File: config.mk
export PLATFORM = sky130hd
export DESIGN_NAME = csd_decoder
export DESIGN_NICKNAME = d
export VERILOG_FILES = /design/src/rtl/csd_pkg.sv /design/src/rtl/csd_regbank.sv /design/src/rtl/csd_match.sv /design/src/rtl/csd_pick.sv /design/src/rtl/csd_decoder.sv
export SDC_FILE = /design/constraint.sdc
export NUM_CORES = 1
export LEC_CHECK = 0
export ABC_AREA = 1
export CAP_MARGIN = 30
export CORE_MARGIN = 4
export CORE_UTILIZATION = 49
export DETAILED_ROUTE_END_ITERATION = 10
export PLACE_DENSITY = 0.77
export SYNTH_ARGS = -nofsm -noshare
export SYNTH_HDL_FRONTEND = slang
export SYNTH_SLANG_ARGS = --single-unit
File: constraint.sdc
create_clock -name clk -period 2.9 [get_ports clk]
set_input_delay 0.29 -clock clk [delete_from_list [all_inputs] [get_ports clk]]
set_output_delay 0.29 -clock clk [all_outputs]
set_load 0.02 [all_outputs]
File: src/rtl/csd_pkg.sv
package csd_pkg;
    localparam int ADDR_W      = 32;
    localparam int DATA_W      = 32;
    localparam int CMP_LSB     = 16;
    localparam int CMP_W       = ADDR_W - CMP_LSB;
    localparam int REG_BYTES   = DATA_W / 8;
    localparam int REGS_PER_CS = 3;
    localparam int CS_STRIDE   = REG_BYTES * REGS_PER_CS;
    localparam int VALID_BIT   = 0;
    localparam int WPROT_BIT   = 8;

    typedef enum logic [1:0] {
        SLOT_BASE = 2'd0,
        SLOT_MASK = 2'd1,
        SLOT_CTRL = 2'd2,
        SLOT_NONE = 2'd3
    } slot_e;

    typedef struct packed {
        logic [CMP_W-1:0] base;
        logic [CMP_W-1:0] mask;
        logic             wprot;
        logic             valid;
    } cs_cfg_t;
endpackage

File: src/rtl/csd_regbank.sv
module csd_regbank
    import csd_pkg::*;
#(
    parameter int NUM_CS = 6,
    parameter int OFF_W  = 7
) (
    input  logic                   clk,
    input  logic                   rst_n,
    input  logic                   reg_en,
    input  logic                   reg_we,
    input  logic [OFF_W-1:0]       reg_off,
    input  logic [DATA_W-1:0]      reg_wdata,
    output logic [DATA_W-1:0]      reg_rdata,
    output cs_cfg_t [NUM_CS-1:0]   cfg_o
);
    localparam int BANK_BYTES = NUM_CS * CS_STRIDE;

    typedef struct packed {
        cs_cfg_t [NUM_CS-1:0]            cfg;
        logic [NUM_CS-1:0][DATA_W-1:0]   ctrl;
    } bank_t;

    bank_t             bank_d, bank_q;
    logic [NUM_CS-1:0] ch_sel;
    slot_e             slot;

    // offset decode: one select and one slot, or nothing
    always_comb begin
        ch_sel = '0;
        slot   = SLOT_NONE;
        for (int i = 0; i < NUM_CS; i++) begin
            for (int k = 0; k < REGS_PER_CS; k++) begin
                if (reg_off == OFF_W'(i * CS_STRIDE + k * REG_BYTES)) begin
                    ch_sel[i] = 1'b1;
                    slot      = slot_e'(k[1:0]);
                end
            end
        end
    end

    always_comb begin
        bank_d = bank_q;
        if (reg_en && reg_we) begin
            for (int i = 0; i < NUM_CS; i++) begin
                if (ch_sel[i]) begin
                    case (slot)
                        SLOT_BASE: bank_d.cfg[i].base = reg_wdata[DATA_W-1:CMP_LSB];
                        SLOT_MASK: begin
                            bank_d.cfg[i].mask  = reg_wdata[DATA_W-1:CMP_LSB];
                            bank_d.cfg[i].wprot = reg_wdata[WPROT_BIT];
                            bank_d.cfg[i].valid = reg_wdata[VALID_BIT];
                        end
                        SLOT_CTRL: bank_d.ctrl[i] = reg_wdata;
                        default: ;
                    endcase
                end
            end
        end
    end

    always_comb begin
        reg_rdata = '0;
        if (reg_en) begin
            for (int i = 0; i < NUM_CS; i++) begin
                if (ch_sel[i]) begin
                    case (slot)
                        SLOT_BASE: reg_rdata[DATA_W-1:CMP_LSB] = bank_q.cfg[i].base;
                        SLOT_MASK: begin
                            reg_rdata[DATA_W-1:CMP_LSB] = bank_q.cfg[i].mask;
                            reg_rdata[WPROT_BIT]        = bank_q.cfg[i].wprot;
                            reg_rdata[VALID_BIT]        = bank_q.cfg[i].valid;
                        end
                        SLOT_CTRL: reg_rdata = bank_q.ctrl[i];
                        default: ;
                    endcase
                end
            end
        end
    end

    always_ff @(posedge clk or negedge rst_n) begin
        if (!rst_n) bank_q <= '0;
        else        bank_q <= bank_d;
    end

    assign cfg_o = bank_q.cfg;


    oob_write_chk: assert property (@(posedge clk) disable iff (!rst_n)
        (reg_en && reg_we && (int'(reg_off) >= BANK_BYTES)) |=> $stable(cfg_o));

endmodule

File: src/rtl/csd_match.sv
module csd_match
    import csd_pkg::*;
#(
    parameter int NUM_CS = 6
) (
    input  cs_cfg_t [NUM_CS-1:0] cfg_i,
    input  logic [CMP_W-1:0]     addr_hi_i,
    output logic [NUM_CS-1:0]    hit_o,
    output logic [NUM_CS-1:0]    prot_o
);
    for (genvar g = 0; g < NUM_CS; g++) begin : g_cmp
        logic [CMP_W-1:0] care_diff;
        logic             addr_ok;

        assign care_diff = (addr_hi_i ^ cfg_i[g].base) & ~cfg_i[g].mask;
        assign addr_ok   = (care_diff == '0);
        assign prot_o[g] = cfg_i[g].wprot;

        if (g == 0) begin : g_global
            // unconfigured select zero claims everything
            assign hit_o[g] = ~cfg_i[0].valid | addr_ok;
        end else begin : g_plain
            assign hit_o[g] = cfg_i[0].valid & cfg_i[g].valid & addr_ok;
        end
    end
endmodule

File: src/rtl/csd_pick.sv
module csd_pick #(
    parameter int NUM_CS = 6,
    parameter int IDX_W  = 3
) (
    input  logic              clk,
    input  logic              rst_n,
    input  logic              acc_valid,
    input  logic              acc_write,
    input  logic [NUM_CS-1:0] raw_hit,
    input  logic [NUM_CS-1:0] prot,
    output logic [NUM_CS-1:0] hit_o,
    output logic [IDX_W-1:0]  idx_o,
    output logic              err_o
);
    typedef struct packed {
        logic [NUM_CS-1:0] hit;
        logic [IDX_W-1:0]  idx;
        logic              err;
    } res_t;

    res_t              res_d, res_q;
    logic [NUM_CS-1:0] win;
    logic [IDX_W-1:0]  win_idx;
    logic              found;

    // lowest index wins
    always_comb begin
        win     = '0;
        win_idx = '0;
        found   = 1'b0;
        for (int i = 0; i < NUM_CS; i++) begin
            if (raw_hit[i] && !found) begin
                win[i]  = 1'b1;
                win_idx = IDX_W'(i);
                found   = 1'b1;
            end
        end
    end

    always_comb begin
        res_d = '0;
        if (acc_valid && found) begin
            res_d.idx = win_idx;
            if (acc_write && |(win & prot)) res_d.err = 1'b1;
            else                            res_d.hit = win;
        end
    end

    always_ff @(posedge clk or negedge rst_n) begin
        if (!rst_n) res_q <= '0;
        else        res_q <= res_d;
    end

    assign hit_o = res_q.hit;
    assign idx_o = res_q.idx;
    assign err_o = res_q.err;


    onehot_sel_chk: assert property (@(posedge clk) disable iff (!rst_n)
        $onehot0(hit_o));


    err_no_sel_chk: assert property (@(posedge clk) disable iff (!rst_n)
        err_o |-> (hit_o == '0));


    read_no_err_chk: assert property (@(posedge clk) disable iff (!rst_n)
        (acc_valid && !acc_write) |=> !err_o);


    miss_quiet_chk: assert property (@(posedge clk) disable iff (!rst_n)
        (acc_valid && raw_hit == '0) |=> (hit_o == '0 && !err_o && idx_o == '0));


    idle_quiet_chk: assert property (@(posedge clk) disable iff (!rst_n)
        !acc_valid |=> (hit_o == '0 && !err_o && idx_o == '0));

endmodule

File: src/rtl/csd_decoder.sv
module csd_decoder
    import csd_pkg::*;
#(
    parameter  int NUM_CS = 6,
    localparam int OFF_W  = $clog2(NUM_CS * CS_STRIDE),
    localparam int IDX_W  = (NUM_CS > 1) ? $clog2(NUM_CS) : 1
) (
    input  logic              clk,
    input  logic              rst_n,
    input  logic              reg_en,
    input  logic              reg_we,
    input  logic [OFF_W-1:0]  reg_off,
    input  logic [DATA_W-1:0] reg_wdata,
    output logic [DATA_W-1:0] reg_rdata,
    input  logic              acc_valid,
    input  logic              acc_write,
    input  logic [ADDR_W-1:0] acc_addr,
    output logic [NUM_CS-1:0] cs_hit,
    output logic [IDX_W-1:0]  cs_idx,
    output logic              bus_err
);
    cs_cfg_t [NUM_CS-1:0] cfg;
    logic [NUM_CS-1:0]    raw_hit;
    logic [NUM_CS-1:0]    prot;
    logic                 unused_addr_lo;

    // low address bits never take part in the decode
    assign unused_addr_lo = ^acc_addr[CMP_LSB-1:0];

    csd_regbank #(.NUM_CS(NUM_CS), .OFF_W(OFF_W)) u_regs (
        .clk       (clk),
        .rst_n     (rst_n),
        .reg_en    (reg_en),
        .reg_we    (reg_we),
        .reg_off   (reg_off),
        .reg_wdata (reg_wdata),
        .reg_rdata (reg_rdata),
        .cfg_o     (cfg)
    );

    csd_match #(.NUM_CS(NUM_CS)) u_match (
        .cfg_i     (cfg),
        .addr_hi_i (acc_addr[ADDR_W-1:CMP_LSB]),
        .hit_o     (raw_hit),
        .prot_o    (prot)
    );

    csd_pick #(.NUM_CS(NUM_CS), .IDX_W(IDX_W)) u_pick (
        .clk       (clk),
        .rst_n     (rst_n),
        .acc_valid (acc_valid),
        .acc_write (acc_write),
        .raw_hit   (raw_hit),
        .prot      (prot),
        .hit_o     (cs_hit),
        .idx_o     (cs_idx),
        .err_o     (bus_err)
    );


    global_sel_chk: assert property (@(posedge clk) disable iff (!rst_n)
        (acc_valid && !acc_write && !cfg[0].valid) |=> (cs_hit == NUM_CS'(1) && cs_idx == '0));


    gated_by_zero_chk: assert property (@(posedge clk) disable iff (!rst_n)
        (acc_valid && !cfg[0].valid) |=> (cs_hit[NUM_CS-1:1] == '0));

endmodule

**Word-level counts from Yosys, hierarchy flattened**

Index checks and enable logic that the tools add are counted.

- Bits in registers: 406
- Bits of input ports: 77
- Output and inout bits: 42
- Word-level logic and storage cells: 216

- Equal/unequal tests: 19
- Multiplexer cells: 93
- Bitwise operators: 31
- Reductions and logical operators: 40

Operators by type and width:

| operator | number |
|---|---|
| case mux 16 bit (3 select lines) | 6 |
| 2-to-1 mux 32 bit | 8 |
| AND 16 bit | 6 |
| logical NOT 16 bit | 6 |
| inverter 16 bit | 6 |
| bitwise XOR 16 bit | 6 |
| 2-to-1 mux 7 bit | 12 |
| == test 7 x 6 -> 1 bit (second input constant) | 8 |
| AND reduction 3 bit | 18 |
| 2-to-1 mux 2 bit | 20 |
| 2-to-1 mux 1 bit | 31 |
| == test 7 x 5 -> 1 bit (second input constant) | 4 |
| case mux 1 bit (2 select lines) | 12 |
| == test 7 x 4 -> 1 bit (second input constant) | 2 |
| == test 7 bit (second input constant) | 2 |
| AND 1 bit | 10 |
| 2-to-1 mux 10 bit | 1 |
| logical AND 1 bit | 8 |
| == test 7 x 3 -> 1 bit (second input constant) | 1 |
| logical NOT 7 bit | 1 |
| AND 6 bit | 1 |
| 2-to-1 mux 3 bit | 2 |
| 2-to-1 mux 6 bit | 1 |
| OR reduction 6 bit | 1 |
| 6 further kinds | 10 |

**Depth between registers and ports, before layout**

- Depth in word-level cells: 34
- Depth in mapped cells: 22
- Depth with buffers taken out: 21

**Hierarchy**

A second synthesis with hierarchy kept.

- Cell total of the unflattened synthesis: 3042
- Area, all modules: 22582.9 sq um

Modules (own cells, without submodules):

| module | times used | cells each | area an instance (sq um) | seq. area each (sq um) |
|---|---|---|---|---|
| csd_regbank | 1 | 2504 | 19941.6 | 9909.5 |
| csd_match | 1 | 484 | 2132.0 | 0.0 |
| csd_pick | 1 | 54 | 509.2 | 250.2 |

**Worst setup path before layout**

Ideal clock, no wire load.

- Path type: input to output
- Start point: in reg_off[5]
- End point: out reg_rdata[16]
- Data arrival time: 3.012 ns
- Data required time: 2.610 ns
- Setup slack: -0.402 ns
- Cell stages on the path: 15
- Buffers on the path: 3
- Path through: inv_1 > nand3_1 > inv_1 > nand2_1 > nor3b_1 > o2111ai_1 > nor4_1 > ha_1 > buf_2 > buf_1 > clkbuf_1 > nand2_1 > nand3_1 > a21oi_1 > nor3_1

- Longest elaborated chain between the ends: 34
- Elaborated cells on any way between the ends: 71
- Classes of those cells: 19 x eq/ne; 50 x mux; 2 x reduce/logical

Ends and longest elaborated chain:

| what | RTL line | source |
|---|---|---|
| start, declared | csd_decoder.sv:12 | `input logic [OFF_W-1:0] reg_off,` |
| logical NOT 7 bit | csd_regbank.sv:33 | `if (reg_off == OFF_W'(i * CS_STRIDE + k * REG_BYTES)) begin` |
| 2-to-1 mux 2 bit (18 in series) | csd_regbank.sv:33 |  |
| == test 2 bit (tied with other cells) | csd_regbank.sv:66 | `case (slot)` |
| case mux 16 bit (3 select lines) | csd_regbank.sv:66 |  |
| 2-to-1 mux 32 bit | csd_regbank.sv:65 | `if (ch_sel[i]) begin` |
| case mux 16 bit (3 select lines) | csd_regbank.sv:66 |  |
| 2-to-1 mux 32 bit | csd_regbank.sv:65 |  |
| 2-to-1 mux 32 bit | csd_regbank.sv:63 | `if (reg_en) begin` |
| case mux 16 bit (3 select lines) | csd_regbank.sv:66 |  |
| 2-to-1 mux 32 bit | csd_regbank.sv:65 |  |
| case mux 16 bit (3 select lines) | csd_regbank.sv:66 |  |
| 2-to-1 mux 32 bit | csd_regbank.sv:65 |  |
| case mux 16 bit (3 select lines) | csd_regbank.sv:66 |  |
| 2-to-1 mux 32 bit | csd_regbank.sv:65 |  |
| case mux 16 bit (3 select lines) | csd_regbank.sv:66 |  |
| 2-to-1 mux 32 bit * | csd_regbank.sv:65 |  |
| 2-to-1 mux 32 bit * | csd_regbank.sv:63 |  |
| end, declared | csd_decoder.sv:14 | `output logic [DATA_W-1:0] reg_rdata,` |

Mark *: on every way between the ends. The rest lies on a longest branch, timed or not. The select of a mux whose other input is x is not followed.

**Worst setup path in the final report**

- Start point: in reg_off[2]
- End point: out reg_rdata[17]

The elaborated chain is that of the path after synthesis.

==> results.md <==
- Starting density of the core: 49.9%
- Pwr Total: 12.8 mW
- Critical path arrival: 3.15 ns
- Final setup skew: 0.0169 ns
- Int Pwr: 9.61 mW
- Vias in the first global route: 20.0k
- Hold WC Path Type: primary input to async pin
- Clock slew at reported path FFs: 0.06 ns
- Total GRT Usage: 34.6%
- Antenna violations before repair: 0
- Largest area contributor in the netlist: dfrtp_1
- First-pass GRT wire length: 119000 um
- Clk_lat worst skew: 0.57 ns
- Largest net degree at the start of global routing: 128
- Final period util: 119%
- Routed len/inst: 23.1 um
- # IOs: 119
- Logic pwr share: 10.1%
- Clock root buffer: clkbuf_16
- Most used flip-flop cell after synthesis: dfrtp_1
- P_leak: 12.4 nW
- Startpoint Class: primary input
- Main combinational cell family by area after synthesis: simple AND/OR/NAND/NOR gates
- Synth Cell Area: 20500 um^2
- Clock power frac: 44.4%
- Die Wd: 212 um
- Crit path cell chain: buf_8 -> buf_6 -> nand3_4 -> buf_6 -> nor2_4 -> a21oi_2 -> o21ai_1 -> nor4_1 -> nand2_1 -> inv_2 -> ha_4 -> buf_6 -> buf_12 -> nand2_4 -> o211ai_1 -> a21oi_1 -> o21ai_1 -> o211ai_1 -> nand2_1 -> o21ai_2 -> a21oi_2 -> buf_4
- Critical path class: primary input to output pin
- Drt total wl: 80100 um
- FMAX: 290 MHz
- Flop and latch count out of synthesis: 406
- Slowest CP cell: nor4_1
- Mux contribution to synthesized area: 0%
- Detailed placer's ending HPWL: 52800 um
- Routed via count: 21.0k
- Total of fill cells in the finished design: 3240
- # port buffers: 102
- Crit path buffers/inverters: 7
- Max-Cap Viols: 0
- Final hold violation count: 0
- CP peak stage delay: 0.30 ns
- Routability cong.: 1.02
- Worst-margin pin slew: 0.723 ns
- Switch Pwr: 3.18 mW
- Minimum clock period: 3.44 ns
- Count of flip-flops with a built-in enable after synthesis: 0
- Syn nets: 2710
- XOR/XNOR Fraction of Synth Area: 0.214%
- DP Area: 23800 um^2
- Crit Path Max Fanout: 5
- Vias per cell: 6.07
- H-tree depth: 2
- Total gr overflow: 0
- Critical path capture point type: output pin
- Final WS setup: -0.544 ns
- CORE AREA: 41000 um^2
- WHS: 0.186 ns
- Ys async rst share: 100%
- Peak supply drop: 0.521 mV
- CP most frequent cell: buf_6
- Top cell type's share of synthesized area: 49.7%
- CTS tree: built
- Die H: 212 um
- # placed instances: 3314
- Sw frac: 24.9%
- Req. time, crit path: 2.61 ns
- P&R area growth vs syn: 33.3%
- Synth Area in Adders: 0.245%
- Drt first pass iters: 9
- Row Count: 74
- Synth top area cells: dfrtp_1 (50%), nand2_1 (15%), o21ai_0 (10%)
- Pwr dens: 469 nW/um^2
- Sequential fraction of design power: 45.5%
- CTS Buf Count: 44
- Largest delay share family, worst path: compound AO/OA/AOI/OAI gates
- Non-filler cells in the finished layout: 3462
- Worst-case clock buffer depth: 3
- Final Setup Violations: 32
- Sequential area share after synthesis: 49.7%
- Total clock sinks: 406
- Netlist cell types: 49
- Simple-gate share of the synthesized area: 21.9%
- Post-Syn Instances: 2629
- Unrepaired setup endpoints after global routing: true
- Final std cell area, no fill: 27300 um^2
- Post-DRT Antenna Nets: 0
- Status: finished with violations
- Ys Warns: 0
- Iter 0 DRT Violations: 3033
- Final nets: 2982
- Violated checks: negative setup slack
- Die ar.: 45100 um^2
- Avg Inst Size Synth: 7.78 um^2
- Slew headroom: 51.8%
- Max-slew violations: 0
- Total negative setup slack: -14.04 ns
- Complex-gate fraction of the synthesized area: 20.1%
- Antenna diode count: 0
- DRC Markers: 0
- Share of layout cells above drive strength 1: 20.8%
## flip-flops by register name, indices dropped and copies added (netlist names)
name / count
u_pick.err_o: 1
u_pick.hit_o: 6
u_pick.idx_o: 3
u_regs.bank_q: 192
u_regs.cfg_o: 204
## placed cells by master (no fill, tap or decap), types with 24 or more instances in the layout
cell	count
nor2_1	70
inv_1	205
o21ai_1	84
dfrtp_1	406
nand2_1	794
nand2_2	35
a21oi_1	74
o211ai_1	54
clkdlybuf4s50_1	62
nand2_4	24
buf_6	42
nand3_1	85
o21ai_0	403
a21oi_2	34
buf_4	179
clkbuf_16	46
buf_12	71
## worst reg2reg max path: stages (launching register included)
cell and delay, ns:
dfrtp_1 0.41, o21ai_0 0.52, nand3_1 0.13, nor2_1 0.24, nand3_2 0.19, nand4_1 0.22
nor2_1 0.06, nor2_1 0.17, nand3_2 0.21, a21oi_1 0.21
## power groups by stage
stage               clock network [mW]  logic [mW]  registers [mW]
finish                            5.68        1.29            5.82
detailed placement                   0        1.00            5.91
CTS                               5.72        1.20            5.81
global route                      5.97        1.36            5.82
floorplan                            0       0.414            5.89
global placement                     0       0.987            5.90
## area by class of cell
| type | instances | area (um^2) | area share [%] |
|---|---|---|---|
| clock buffer | 64 | 1300 | 4.76 |
| timing repair buffer | 382 | 4440 | 16.3 |
| multi-input combinational | 1833 | 9630 | 35.3 |
| clock inverter | 11 | 141 | 0.519 |
| inverter | 234 | 927 | 3.40 |
| tap | 532 | 666 | 2.44 |
| sequential | 406 | 10200 | 37.3 |
## metrics by stage
stage	setup WS [ns]	util, %
finish	-0.544	66.5
detailed placement	-1.42	58.0
CTS	-0.537	65.2
global placement	-1.39	58.0
global route	-0.642	66.5
floorplan	0.00894	-
## cell usage after synthesis (5+ instances only)
master / count
dfrtp_1: 406
buf_2: 42
buf_6: 5
nor3_1: 5
o21ai_1: 70
nand2_1: 838
buf_4: 11
nand4_1: 14
a21oi_1: 114
o2111ai_1: 15
o21ai_0: 427
nand3_1: 99
inv_1: 215
nand2_2: 9
nor2_1: 74
clkbuf_1: 95
o221ai_1: 28
nand2_4: 7
o22ai_1: 14
a22o_1: 7
a31oi_1: 7
inv_2: 13
nor2_4: 6
o211ai_1: 54
nand3b_1: 8
## cell families after synthesis
logic type | count (synthesis)
AOI/OAI and AO/OA | 744
adders and majority gates | 4
buffers and inverters | 391
and+or+nand+nor | 1079
xor gates and xnor gates | 5
DFF | 406
## path summary, 6_finish.rpt
check / startpoint / to / slack, ns / cells after the start
max in group asynchronous: rst_n / u_regs.cfg_o[132]$_DFFE_PN0P_ / 1.71 / 3
min reg2reg: u_regs.cfg_o[117]$_DFFE_PN0P_ / u_regs.cfg_o[117]$_DFFE_PN0P_ / 0.49 / 2
min: rst_n / u_regs.bank_q[53]$_DFFE_PN0P_ / 0.19 / 2
min in group clk: reg_wdata[10] / u_regs.bank_q[170]$_DFFE_PN0P_ / 0.39 / 3
max reg2reg: u_regs.cfg_o[54]$_DFFE_PN0P_ / u_pick.hit_o[5]$_DFF_PN0_ / 0.46 / 9
max: reg_off[2] / reg_rdata[17] / -0.54 / 22
## layer usage
metal / track usage, % / vias up / share of wire [%]
li1: - / 9229 / -
met1: 46.7 / 9998 / 38
met2: 53.5 / 1452 / 44
met3: 6.99 / 331 / 12
met4: 17.3 / 0 / 6.4
met5: 0 / - / 0
## what timing repair did
action,in CTS,in global routing
buffers inserted,45,22
hold buffers,1,0
pin swaps,104,78
resized for setup,409,88
setup endpoints to repair,378,106
gates cloned,11,2
endpoints found under the hold margin,23,0
No activity file was read; power rests on OpenSTA's default activity.
